--- src/rtl/upt_pkg.sv ---
// Package: shared register offsets and field constants for the up-counting timer.
// Assumes byte addresses with 32-bit registers on 4-byte boundaries.
package upt_pkg;
    localparam int         REG_W        = 32;
    localparam int         NUM_CMP      = 4;
    localparam int         PWM_CH       = 1;      // index of channel 2
    localparam logic [7:0] OFS_CTRL     = 8'h00;
    localparam logic [7:0] OFS_IEN      = 8'h0C;
    localparam logic [7:0] OFS_STAT     = 8'h10;
    localparam logic [7:0] OFS_EVG      = 8'h14;
    localparam logic [7:0] OFS_CMODE    = 8'h18;
    localparam logic [7:0] OFS_CEN      = 8'h20;
    localparam logic [7:0] OFS_CNT      = 8'h24;
    localparam logic [7:0] OFS_DIV      = 8'h28;
    localparam logic [7:0] OFS_LIM      = 8'h2C;
    localparam logic [7:0] OFS_CMP_BASE = 8'h34;
    localparam logic [2:0] MODE_PULSE   = 3'b110;
endpackage

--- src/rtl/upt_prescale.sv ---
// Clock divider: produces one tick every div_i+1 cycles while run_i is high.
// Assumes restart_i is high in the same cycle div_i changes, so the phase never exceeds div_i.
module upt_prescale #(
    parameter int DIV_W = 16
) (
    input  logic             clk,
    input  logic             rst_n,
    input  logic             run_i,
    input  logic             restart_i,
    input  logic [DIV_W-1:0] div_i,
    output logic             tick_o
);
    logic [DIV_W-1:0] phase_q;

    // Advance, wrap or restart the division phase.
    always_ff @(posedge clk) begin
        if (!rst_n)
            phase_q <= '0;
        else if (restart_i)
            phase_q <= '0;
        else if (run_i)
            phase_q <= (phase_q == div_i) ? '0 : phase_q + 1'b1;
    end

    assign tick_o = run_i && !restart_i && (phase_q == div_i);

    p_phase_bound_r2: assert property (@(posedge clk) disable iff (!rst_n)
        phase_q <= div_i);

    p_phase_hold_r10: assert property (@(posedge clk) disable iff (!rst_n)
        (!run_i && !restart_i) |=> $stable(phase_q));
endmodule

--- src/rtl/upt_count.sv ---
// Up-counter with clear, load and wrap at a limit. Flags the wrap as the update event.
// Assumes tick_i is already low whenever clear_i or load_i is high.
module upt_count #(
    parameter int CNT_W = 16
) (
    input  logic             clk,
    input  logic             rst_n,
    input  logic             tick_i,
    input  logic             clear_i,
    input  logic             load_i,
    input  logic [CNT_W-1:0] load_val_i,
    input  logic [CNT_W-1:0] limit_i,
    output logic [CNT_W-1:0] cnt_o,
    output logic             wrap_o
);
    logic [CNT_W-1:0] cnt_q;

    assign wrap_o = tick_i && !clear_i && !load_i && (cnt_q >= limit_i);

    // Clear, load, wrap or step the count.
    always_ff @(posedge clk) begin
        if (!rst_n)
            cnt_q <= '0;
        else if (clear_i)
            cnt_q <= '0;
        else if (load_i)
            cnt_q <= load_val_i;
        else if (tick_i)
            cnt_q <= wrap_o ? '0 : cnt_q + 1'b1;
    end

    assign cnt_o = cnt_q;

    p_wrap_to_zero_r3: assert property (@(posedge clk) disable iff (!rst_n)
        wrap_o |=> (cnt_q == '0));

    p_step_one_r2: assert property (@(posedge clk) disable iff (!rst_n)
        (tick_i && !wrap_o && !clear_i && !load_i) |=> (cnt_q == $past(cnt_q) + 1'b1));
endmodule

--- src/rtl/upt_pwm_ch.sv ---
// Pulse-width channel: holds the active compare, refreshed from the written value on update.
// Assumes update_i marks every update event, from a wrap or from software.
module upt_pwm_ch #(
    parameter int CNT_W = 16
) (
    input  logic             clk,
    input  logic             rst_n,
    input  logic [CNT_W-1:0] shadow_i,
    input  logic             update_i,
    input  logic             enable_i,
    input  logic [CNT_W-1:0] cnt_i,
    output logic             out_o
);
    logic [CNT_W-1:0] active_q;

    // Take the pending compare value at each update event.
    always_ff @(posedge clk) begin
        if (!rst_n)
            active_q <= '0;
        else if (update_i)
            active_q <= shadow_i;
    end

    assign out_o = enable_i && (cnt_i < active_q);

    p_active_hold_r12: assert property (@(posedge clk) disable iff (!rst_n)
        !update_i |=> $stable(active_q));
endmodule

--- src/rtl/upcount_timer.sv ---
// Top: register decode, status and interrupt logic around divider, counter and channel 2.
// Assumes one register write per cycle with wen_i and combinational reads on addr_i.
module upcount_timer
    import upt_pkg::*;
#(
    parameter int ADDR_W = 8,
    parameter int CNT_W  = 16,
    parameter int DIV_W  = 16
) (
    input  logic              clk,
    input  logic              rst_n,
    input  logic [ADDR_W-1:0] addr_i,
    input  logic [REG_W-1:0]  wdata_i,
    input  logic              wen_i,
    output logic [REG_W-1:0]  rdata_o,
    output logic              irq_o,
    output logic              ch2_pwm_o
);
    localparam int CMODE_W = 4;

    logic               run_q, uie_q, flag_q, ch2en_q, irq_q;
    logic [CMODE_W-1:0] cmode_q;
    logic [DIV_W-1:0]   div_q;
    logic [CNT_W-1:0]   lim_q;
    logic [CNT_W-1:0]   cmp_q [NUM_CMP];
    logic [NUM_CMP-1:0] cmp_hit;
    logic hit_ctrl, hit_ien, hit_stat, hit_evg, hit_cmode, hit_cen, hit_cnt, hit_div, hit_lim;
    logic hit_any, sw_upd, restart, tick, wrap, update_evt, pulse_en;
    logic [CNT_W-1:0] cnt;
    logic wdata_unused;

    assign wdata_unused = ^wdata_i;

    assign hit_ctrl  = addr_i == ADDR_W'(OFS_CTRL);
    assign hit_ien   = addr_i == ADDR_W'(OFS_IEN);
    assign hit_stat  = addr_i == ADDR_W'(OFS_STAT);
    assign hit_evg   = addr_i == ADDR_W'(OFS_EVG);
    assign hit_cmode = addr_i == ADDR_W'(OFS_CMODE);
    assign hit_cen   = addr_i == ADDR_W'(OFS_CEN);
    assign hit_cnt   = addr_i == ADDR_W'(OFS_CNT);
    assign hit_div   = addr_i == ADDR_W'(OFS_DIV);
    assign hit_lim   = addr_i == ADDR_W'(OFS_LIM);

    genvar k;
    generate
        for (k = 0; k < NUM_CMP; k++) begin : g_cmp
            assign cmp_hit[k] = addr_i == ADDR_W'(OFS_CMP_BASE + 8'(4 * k));

            // Hold the written compare value of channel k.
            always_ff @(posedge clk) begin
                if (!rst_n)
                    cmp_q[k] <= '0;
                else if (wen_i && cmp_hit[k])
                    cmp_q[k] <= wdata_i[CNT_W-1:0];
            end
        end
    endgenerate

    assign hit_any = hit_ctrl | hit_ien | hit_stat | hit_evg | hit_cmode | hit_cen
                   | hit_cnt | hit_div | hit_lim | (|cmp_hit);

    assign sw_upd     = wen_i && hit_evg && wdata_i[0];
    assign restart    = (wen_i && (hit_div || hit_cnt)) || sw_upd;
    assign update_evt = wrap || sw_upd;
    assign pulse_en   = (cmode_q[2:0] == MODE_PULSE) && cmode_q[3] && ch2en_q;

    // Configuration registers written from the bus.
    always_ff @(posedge clk) begin
        if (!rst_n) begin
            run_q   <= 1'b0;
            uie_q   <= 1'b0;
            cmode_q <= '0;
            ch2en_q <= 1'b0;
            div_q   <= '0;
            lim_q   <= '1;
        end else if (wen_i) begin
            if (hit_ctrl)  run_q   <= wdata_i[0];
            if (hit_ien)   uie_q   <= wdata_i[0];
            if (hit_cmode) cmode_q <= wdata_i[CMODE_W-1:0];
            if (hit_cen)   ch2en_q <= wdata_i[0];
            if (hit_div)   div_q   <= wdata_i[DIV_W-1:0];
            if (hit_lim)   lim_q   <= wdata_i[CNT_W-1:0];
        end
    end

    // Status flag and interrupt pulse; a hardware set wins over a clearing write.
    always_ff @(posedge clk) begin
        if (!rst_n) begin
            flag_q <= 1'b0;
            irq_q  <= 1'b0;
        end else begin
            irq_q <= wrap && uie_q && run_q;
            if (wrap && uie_q && run_q)
                flag_q <= 1'b1;
            else if (wen_i && hit_stat)
                flag_q <= flag_q & wdata_i[0];
        end
    end

    upt_prescale #(.DIV_W(DIV_W)) u_prescale (
        .clk(clk), .rst_n(rst_n), .run_i(run_q), .restart_i(restart),
        .div_i(div_q), .tick_o(tick)
    );

    upt_count #(.CNT_W(CNT_W)) u_count (
        .clk(clk), .rst_n(rst_n), .tick_i(tick), .clear_i(sw_upd),
        .load_i(wen_i && hit_cnt), .load_val_i(wdata_i[CNT_W-1:0]),
        .limit_i(lim_q), .cnt_o(cnt), .wrap_o(wrap)
    );

    upt_pwm_ch #(.CNT_W(CNT_W)) u_ch2 (
        .clk(clk), .rst_n(rst_n), .shadow_i(cmp_q[PWM_CH]), .update_i(update_evt),
        .enable_i(pulse_en), .cnt_i(cnt), .out_o(ch2_pwm_o)
    );

    // Register read selection; unmapped offsets and the event register read zero.
    always_comb begin
        rdata_o = '0;
        if (hit_ctrl)       rdata_o[0] = run_q;
        else if (hit_ien)   rdata_o[0] = uie_q;
        else if (hit_stat)  rdata_o[0] = flag_q;
        else if (hit_cmode) rdata_o[CMODE_W-1:0] = cmode_q;
        else if (hit_cen)   rdata_o[0] = ch2en_q;
        else if (hit_cnt)   rdata_o[CNT_W-1:0] = cnt;
        else if (hit_div)   rdata_o[DIV_W-1:0] = div_q;
        else if (hit_lim)   rdata_o[CNT_W-1:0] = lim_q;
        for (int i = 0; i < NUM_CMP; i++)
            if (cmp_hit[i]) rdata_o[CNT_W-1:0] = cmp_q[i];
    end

    assign irq_o = irq_q;

    p_irq_with_flag_r4: assert property (@(posedge clk) disable iff (!rst_n)
        irq_o |-> flag_q);

    p_flag_rise_gated_r4: assert property (@(posedge clk) disable iff (!rst_n)
        $rose(flag_q) |-> $past(run_q && uie_q));

    p_no_sw_set_r5: assert property (@(posedge clk) disable iff (!rst_n)
        (wen_i && hit_stat && !wrap) |=> (flag_q <= $past(flag_q)));

    p_div_keeps_count_r7: assert property (@(posedge clk) disable iff (!rst_n)
        (wen_i && hit_div) |=> $stable(cnt));

    p_stopped_hold_r10: assert property (@(posedge clk) disable iff (!rst_n)
        (!run_q && !restart) |=> ($stable(cnt) && !irq_o));

    p_unmapped_r13: assert property (@(posedge clk) disable iff (!rst_n)
        (wen_i && !hit_any) |=> ($stable(run_q) && $stable(uie_q) && $stable(cmode_q)
                                 && $stable(ch2en_q) && $stable(div_q) && $stable(lim_q)));
endmodule

--- config.mk ---
export PLATFORM = sky130hd
export DESIGN_NAME = upcount_timer
export DESIGN_NICKNAME = d
export VERILOG_FILES = /design/src/rtl/upt_pkg.sv /design/src/rtl/upt_prescale.sv /design/src/rtl/upt_count.sv /design/src/rtl/upt_pwm_ch.sv /design/src/rtl/upcount_timer.sv
export SDC_FILE = /design/constraint.sdc
export NUM_CORES = 1
export LEC_CHECK = 0
export ABC_AREA = 1
export BUFFER_PORTS_ARGS = -buffer_cell sky130_fd_sc_hd__buf_2
export CAP_MARGIN = 20
export CORE_ASPECT_RATIO = 1.1
export CORE_MARGIN = 2
export CORE_UTILIZATION = 55
export DETAILED_ROUTE_END_ITERATION = 12
export GPL_ROUTABILITY_DRIVEN = 0
export GPL_TIMING_DRIVEN = 0
export PLACE_DENSITY = 0.75
export SKIP_CTS_REPAIR_TIMING = 1
export SLEW_MARGIN = 20
export SYNTH_ARGS = -nofsm -noshare
export SYNTH_HDL_FRONTEND = slang
export SYNTH_HIERARCHICAL = 1
export SYNTH_SLANG_ARGS = --single-unit
--- constraint.sdc ---
create_clock -name clk -period 4.65 [get_ports clk]
set_input_delay 0.2325 -clock clk [delete_from_list [all_inputs] [get_ports clk]]
set_output_delay 0.2325 -clock clk [all_outputs]
set_load 0.01 [all_outputs]
# Word-level counts from Yosys, hierarchy flattened
# Memory sizes are Yosys's and may differ from the RTL's.
# Index checks and enable logic that the tools add are counted.
# totals
ff_bits	89
ramBits	64
in_bits	43
out_inout_bits	34
elab_cells	112
n_memories	1
# mem_list
name	words	word_bits	rd	rd_clocked_by_memory_dff	wr	line	text
cmp_q	4	16	4	0	4	upcount_timer.sv:25	logic [CNT_W-1:0] cmp_q [NUM_CMP];
# op_classes
addsub	2
magnitude_cmp	2
eq_ne	14
n_mux	40
bitwise	6
n_reduce_logical	36
# ops
cell	n
16-bit 2-to-1 mux	15
15-bit 2-to-1 mux	4
8-bit by 6-bit equality test with 1-bit output, second input constant	7
16-bit by 1-bit adder with 16-bit output, second input constant	2
8-bit by 5-bit equality test with 1-bit output, second input constant	3
1-bit logical AND	19
1-bit 2-to-1 mux	19
16-bit equality test	1
16-bit >= comparator	1
16-bit < comparator	1
12-bit 2-to-1 mux	1
2-bit AND reduction	6
8-bit by 4-bit equality test with 1-bit output, second input constant	1
8-bit by 7-bit equality test with 1-bit output, second input constant	1
8-bit zero test	1
4-bit 2-to-1 mux	1
1-bit bitwise OR	4
2-bit nonzero test	2
2-bit OR reduction	2
3-bit equality test, second input constant	1
1-bit zero test	3
1-bit logical OR	3
1-bit AND	1
1-bit NOT	1

# Depth between registers and ports, before layout
# logic_depth
depth_word	13
depth_mapped	19
depth_no_buf	17

# By module
# The synthesis kept the hierarchy.
# modules_own_cells
module	n_inst	cells_per_inst	area_each_um2	seq_area_each_um2
upcount_timer	1	551	4938.5	2742.6
upt_count	1	207	1466.4	320.3
upt_prescale	1	188	1129.8	320.3
upt_pwm_ch	1	117	943.4	320.3

# Worst setup path after synthesis
# Ideal clock, no wire load.
# synth_path
kind	input port to flip-flop
from	in addr_i[0]
to	reg u_ch2.active_q[6] (read register of cmp_q)
setup_ns	0.124
arrival_ns	2.546
required_ns	4.526
path_slack_ns	1.980
cell_stages	17
n_path_buf	2
path_cell_list	inv_1 nand2_2 nor2_1 inv_1 nor3_1 or3b_2 nor2_1 inv_1 nor3_1 nand2_4 buf_4 inv_1 or2_2 inv_2 buf_4 o21ai_0 a21oi_1
# synth_between
elab_chain_len	11
elab_cells_between_ends	18
cone_classes	eq/ne (3); reduce/logical (15)
# synth_rtl
item	line	text
start: declaration	upcount_timer.sv:12	input logic [ADDR_W-1:0] addr_i,
8-bit by 6-bit equality test with 1-bit output (tied with other cells)	upcount_timer.sv:41	assign hit_div = addr_i == ADDR_W'(OFS_DIV);
1-bit logical OR or 1-bit logical AND (tied branches)	upcount_timer.sv:63, upcount_timer.sv:62	
1-bit logical AND, on equally long branches	upcount_timer.sv:63, upcount_timer.sv:62	
1-bit logical OR (*)	upcount_timer.sv:63	assign restart = (wen_i && (hit_div || hit_cnt)) || sw_upd;
net restart	upcount_timer.sv:28	logic hit_any, sw_upd, restart, tick, wrap, update_evt, pulse_en;
1-bit zero test (*)	upt_prescale.sv:25	assign tick_o = run_i && !restart_i && (phase_q == div_i);
1-bit logical AND (*) (2 in series)	upt_prescale.sv:25	
net tick	upcount_timer.sv:28	
1-bit logical AND (*) (3 in series)	upt_count.sv:18	assign wrap_o = tick_i && !clear_i && !load_i && (cnt_q >= limit_i);
net wrap	upcount_timer.sv:28	
1-bit logical OR (*)	upcount_timer.sv:64	assign update_evt = wrap || sw_upd;
net update_evt	upcount_timer.sv:28	
end: declaration	upt_pwm_ch.sv:14	logic [CNT_W-1:0] active_q;
# The timed path passes the listed nets; every way through them passes the cells marked *.
# A chain may end at the register's enable or synchronous reset.

# Worst setup path in the final report
# layout_path
from	reg run_q
to	reg u_ch2.active_q[5] (read register of cmp_q)
# layout_between
elab_chain_len	6
# layout_rtl
item	line	text
start: declaration	upcount_timer.sv:21	logic run_q, uie_q, flag_q, ch2en_q, irq_q;
start signal: assignment	upcount_timer.sv:77	if (hit_ctrl) run_q <= wdata_i[0];
1-bit logical AND (2 in series)	upt_prescale.sv:25	
net tick	upcount_timer.sv:28	
1-bit logical AND (3 in series)	upt_count.sv:18	
net wrap	upcount_timer.sv:28	
1-bit logical OR	upcount_timer.sv:64	
net update_evt	upcount_timer.sv:28	
# The timed path passes the listed nets, and every way through them passes these cells.

==> flow_metrics.tcl <==
set metrics [dict create \
    status "complete, no violations" \
    peakVddDrop_mv 0.265 \
    cp_max_fo 10 \
    n_antenna_cell 0 \
    hold_class "input port to flop" \
    core-area_sq_mm 0.0151 \
    async_flop_share_pct 0 \
    setup_viol 0 \
    wl_met2_um 10700 \
    yosys_warnings 6 \
    post-route-min-period_ns 3.11 \
    maxCapViolCount 0 \
    combPwrFrac_pct 4.7 \
    max_freq_mhz 322 \
    whs_ns 0.153 \
    drt-initial-drc-count 561 \
    vias 7405 \
    top_layer "met4" \
    synth.avg_cell_area_sq_um 7.98 \
    drive_above_1_share_pct 16.9 \
    placed_cells_incl_taps 1322 \
    hold_depth 3 \
    crit_path_end_kind "flop" \
    hold_viol 0 \
    ant_nets 0 \
    grt_pass1_vias 7102 \
    grt_pass1_wl_um 36300 \
    syn_to_final_growth_pct 13.7 \
    htreeDepth 4 \
    synthCells 1063 \
    seq_area_frac_synth_pct 43.7 \
    r2r_slack_ns 1.54 \
    root_buffer "clkbuf_16" \
    viasPerCell 5.47 \
    wl_met3_um 1550 \
    pin_count 77 \
    slew_headroom_pct 59.0 \
    seq_power_share_pct 49.3 \
    wl_met1_um 9730 \
    overflow 0 \
    p_leak_uw 0.00419 \
    cts_buffer_depth 2 \
    dp_hpwl_um 17400 \
    synth.most_common_cell "nand2_1" \
    hold_end "ch2en_q$_SDFFE_PN0P_" \
    grt_use_total_pct 29.2 \
    cp.required_ns 4.96 \
    cts_tree "built" \
    setup_ws_ns 1.54 \
    synthFlopType "dfxtp_1" \
    rsz0062_at_grt "no" \
    worst-r2r-cell-count 16 \
    crit_arrival_ns 3.42 \
    wire_per_inst_um 16.9 \
    yosys-top-cells-area "edfxtp_1 23%, dfxtp_1 21%, nand2_1 9.6%, inv_1 5.6%, nor2_1 5.3%" \
    final.fill_count 1352 \
    synth_common_cells "216 x nand2_1, 126 x inv_1, 119 x nor2_1, 89 x dfxtp_1, 80 x a21oi_1" \
    clock-sinks 153 \
    yosysTopAreaCellShare_pct 22.7 \
    power_switching_share_pct 23.6 \
    final_nets 1221 \
    die_h_um 134 \
    cts_buffers 17 \
    synth_seq_cells 153 \
    drc 0 \
    timing_worst_slew_pin_value_ns 0.616 \
    synth_area_sq_mm 0.00848 \
    clk_latency_ns 0.43 \
    p_switching_uw 689 \
    grt_max_degree 17 \
    setup_tns_ns 0 \
    dp_slack_ns 1.23 \
    path_clk_slew_ns 0.06 \
    dieArea_sq_mm 0.0164 \
    maxSlewViolCount 0 \
    critPathLaunchType "flop" \
    synth.distinct_cells 50 \
    synth_edf_count 64 \
    yosys.area.top_type "edfxtp_1" \
    initial_core_util_pct 56.3 \
    powerDensity_mw_per_mm2 303 \
    period_share_pct 66.8 \
    fp-row-count 47 \
    reg2reg_to "u_ch2/active_q[5]$_SDFFE_PN0P_" \
    portBuffers 44 \
    wirelength_um 22900 \
    hp-start "wdata_i[0]" \
    p_int_uw 2230 \
    antenna_found_initial 0 \
    p_clk_share_pct 46.0 \
    dr.pass1.iters 5 \
    r2r_start "run_q$_SDFFE_PN0P_" \
    critPathKind "flop to flop" \
    dieWidth_um 122 \
    fin_skew_ns 0.00666 \
    final_cells 1354 \
]
[placed cells by master, fill, tap and decap left out, types with 9 or more instances in the layout]
master / Yosys / layout
edfxtp_1: 64 / 64
inv_1: 126 / 126
xor2_1: 16 / 16
o21ai_1: 11 / 11
clkbuf_1: 12 / 12
o21ai_2: 9 / 13
nand3_1: 37 / 37
nor2_1: 119 / 119
o211ai_1: 16 / 16
nand2_1: 216 / 216
o21ai_0: 53 / 49
buf_4: 20 / 20
ha_1: 33 / 33
a21oi_1: 80 / 80
clkbuf_16: 0 / 19
nor2_2: 17 / 17
buf_2: 10 / 54
dfxtp_1: 89 / 89
conb_1: 1 / 16
inv_2: 12 / 12
nand2_2: 9 / 9
a22oi_1: 16 / 16
buf_6: 6 / 9
nor3_1: 12 / 12
nand4_1: 24 / 24
[how the worst max path moves through the flow]
| stage | startpoint | end | cells past startpoint |
|---|---|---|---|
| 6_report | run_q$_SDFFE_PN0P_ | u_ch2/active_q[5]$_SDFFE_PN0P_ | 16 |
| 4_1_cts | run_q$_SDFFE_PN0P_ | u_ch2/active_q[10]$_SDFFE_PN0P_ | 16 |
| 2_1_floorplan | addr_i[0] | u_ch2/active_q[6]$_SDFFE_PN0P_ | 17 |
| 5_1_grt | run_q$_SDFFE_PN0P_ | u_ch2/active_q[10]$_SDFFE_PN0P_ | 16 |
| 3_3_place_gp | addr_i[7] | cmp_q[2][10]$_SDFFCE_PN0P_ | 7 |
| 3_5_place_dp | wen_i | u_ch2/active_q[10]$_SDFFE_PN0P_ | 17 |
[sequential cells by signal, indices dropped and copies added, names as in the netlist, 4 cells and up]
signal              cells
div_q                  16
u_ch2/active_q         16
u_prescale/phase_q     16
u_count/cnt_o          16
lim_q                  16
cmp_q                  64
cmode_q                 4
[worst max-delay path, cell delays in order, from the launching register on]
cell and delay (ns):
dfxtp_1 0.56, nand2_1 0.10, nor2_1 0.11, nand2_1 0.09
nor2_2 0.15, nand3_2 0.11, nor2_1 0.33, inv_1 0.11
nor3_1 0.30, nand2_4 0.16, buf_4 0.21, inv_1 0.15
or2_2 0.19, inv_2 0.05, buf_2 0.19, o21ai_2 0.13
a21oi_1 0.06
[logic make-up (layout without fill, tap and decap cells)]
| logic type | Yosys count | count (layout) | synth area share (%) |
|---|---|---|---|
| and+or+nand+nor | 463 | 463 | 25.2 |
| AOI/OAI and AO/OA | 199 | 199 | 13.6 |
| buffers and inverters | 193 | 273 | 10.4 |
| DFF | 153 | 153 | 43.7 |
| adders and majority gates | 33 | 33 | 4.87 |
| xor gates and xnor gates | 21 | 21 | 2.17 |
| other | 1 | 16 | 0.0442 |
[per-layer routing]
layer  track usage (%)  vias to the layer above
met5                 0                        -
met4              13.5                        0
met3              5.61                       58
met2              47.2                      301
met1              37.5                     3393
li1                  -                     3653
[per-stage QoR]
| stage | area [sq um] | total power [uW] | util [%] |
|---|---|---|---|
| global placement | 9000 | 1600 | 59.8 |
| global route | 9640 | 3000 | 64.0 |
| floorplan | 8530 | 1540 | - |
| CTS | 9640 | 2920 | 64.0 |
| detailed placement | 9060 | 1600 | 60.2 |
| finish | 9640 | 2920 | 64.0 |
[power groups by stage]
stage | clock network (uW) | registers, uW | logic [uW]
3_3_place_gp | 0 | 1470 | 126
4_1_cts | 1350 | 1440 | 134
3_5_place_dp | 0 | 1470 | 133
2_1_floorplan | 0 | 1460 | 78.5
5_1_grt | 1400 | 1440 | 148
6_report | 1340 | 1440 | 136
[layout make-up]
class | instances | area [sq um] | share of cell area [%]
Clock inverter | 11 | 81.3 | 0.844
Timing Repair Buffer | 48 | 269 | 2.79
Buffer | 50 | 338 | 3.50
Sequential cell | 153 | 3700 | 38.4
Inverter | 143 | 541 | 5.61
Multi-Input combinational cell | 732 | 3970 | 41.2
Clock buffer | 21 | 494 | 5.13
Tap cell | 196 | 245 | 2.54
(Power assumes the default switching activity.)
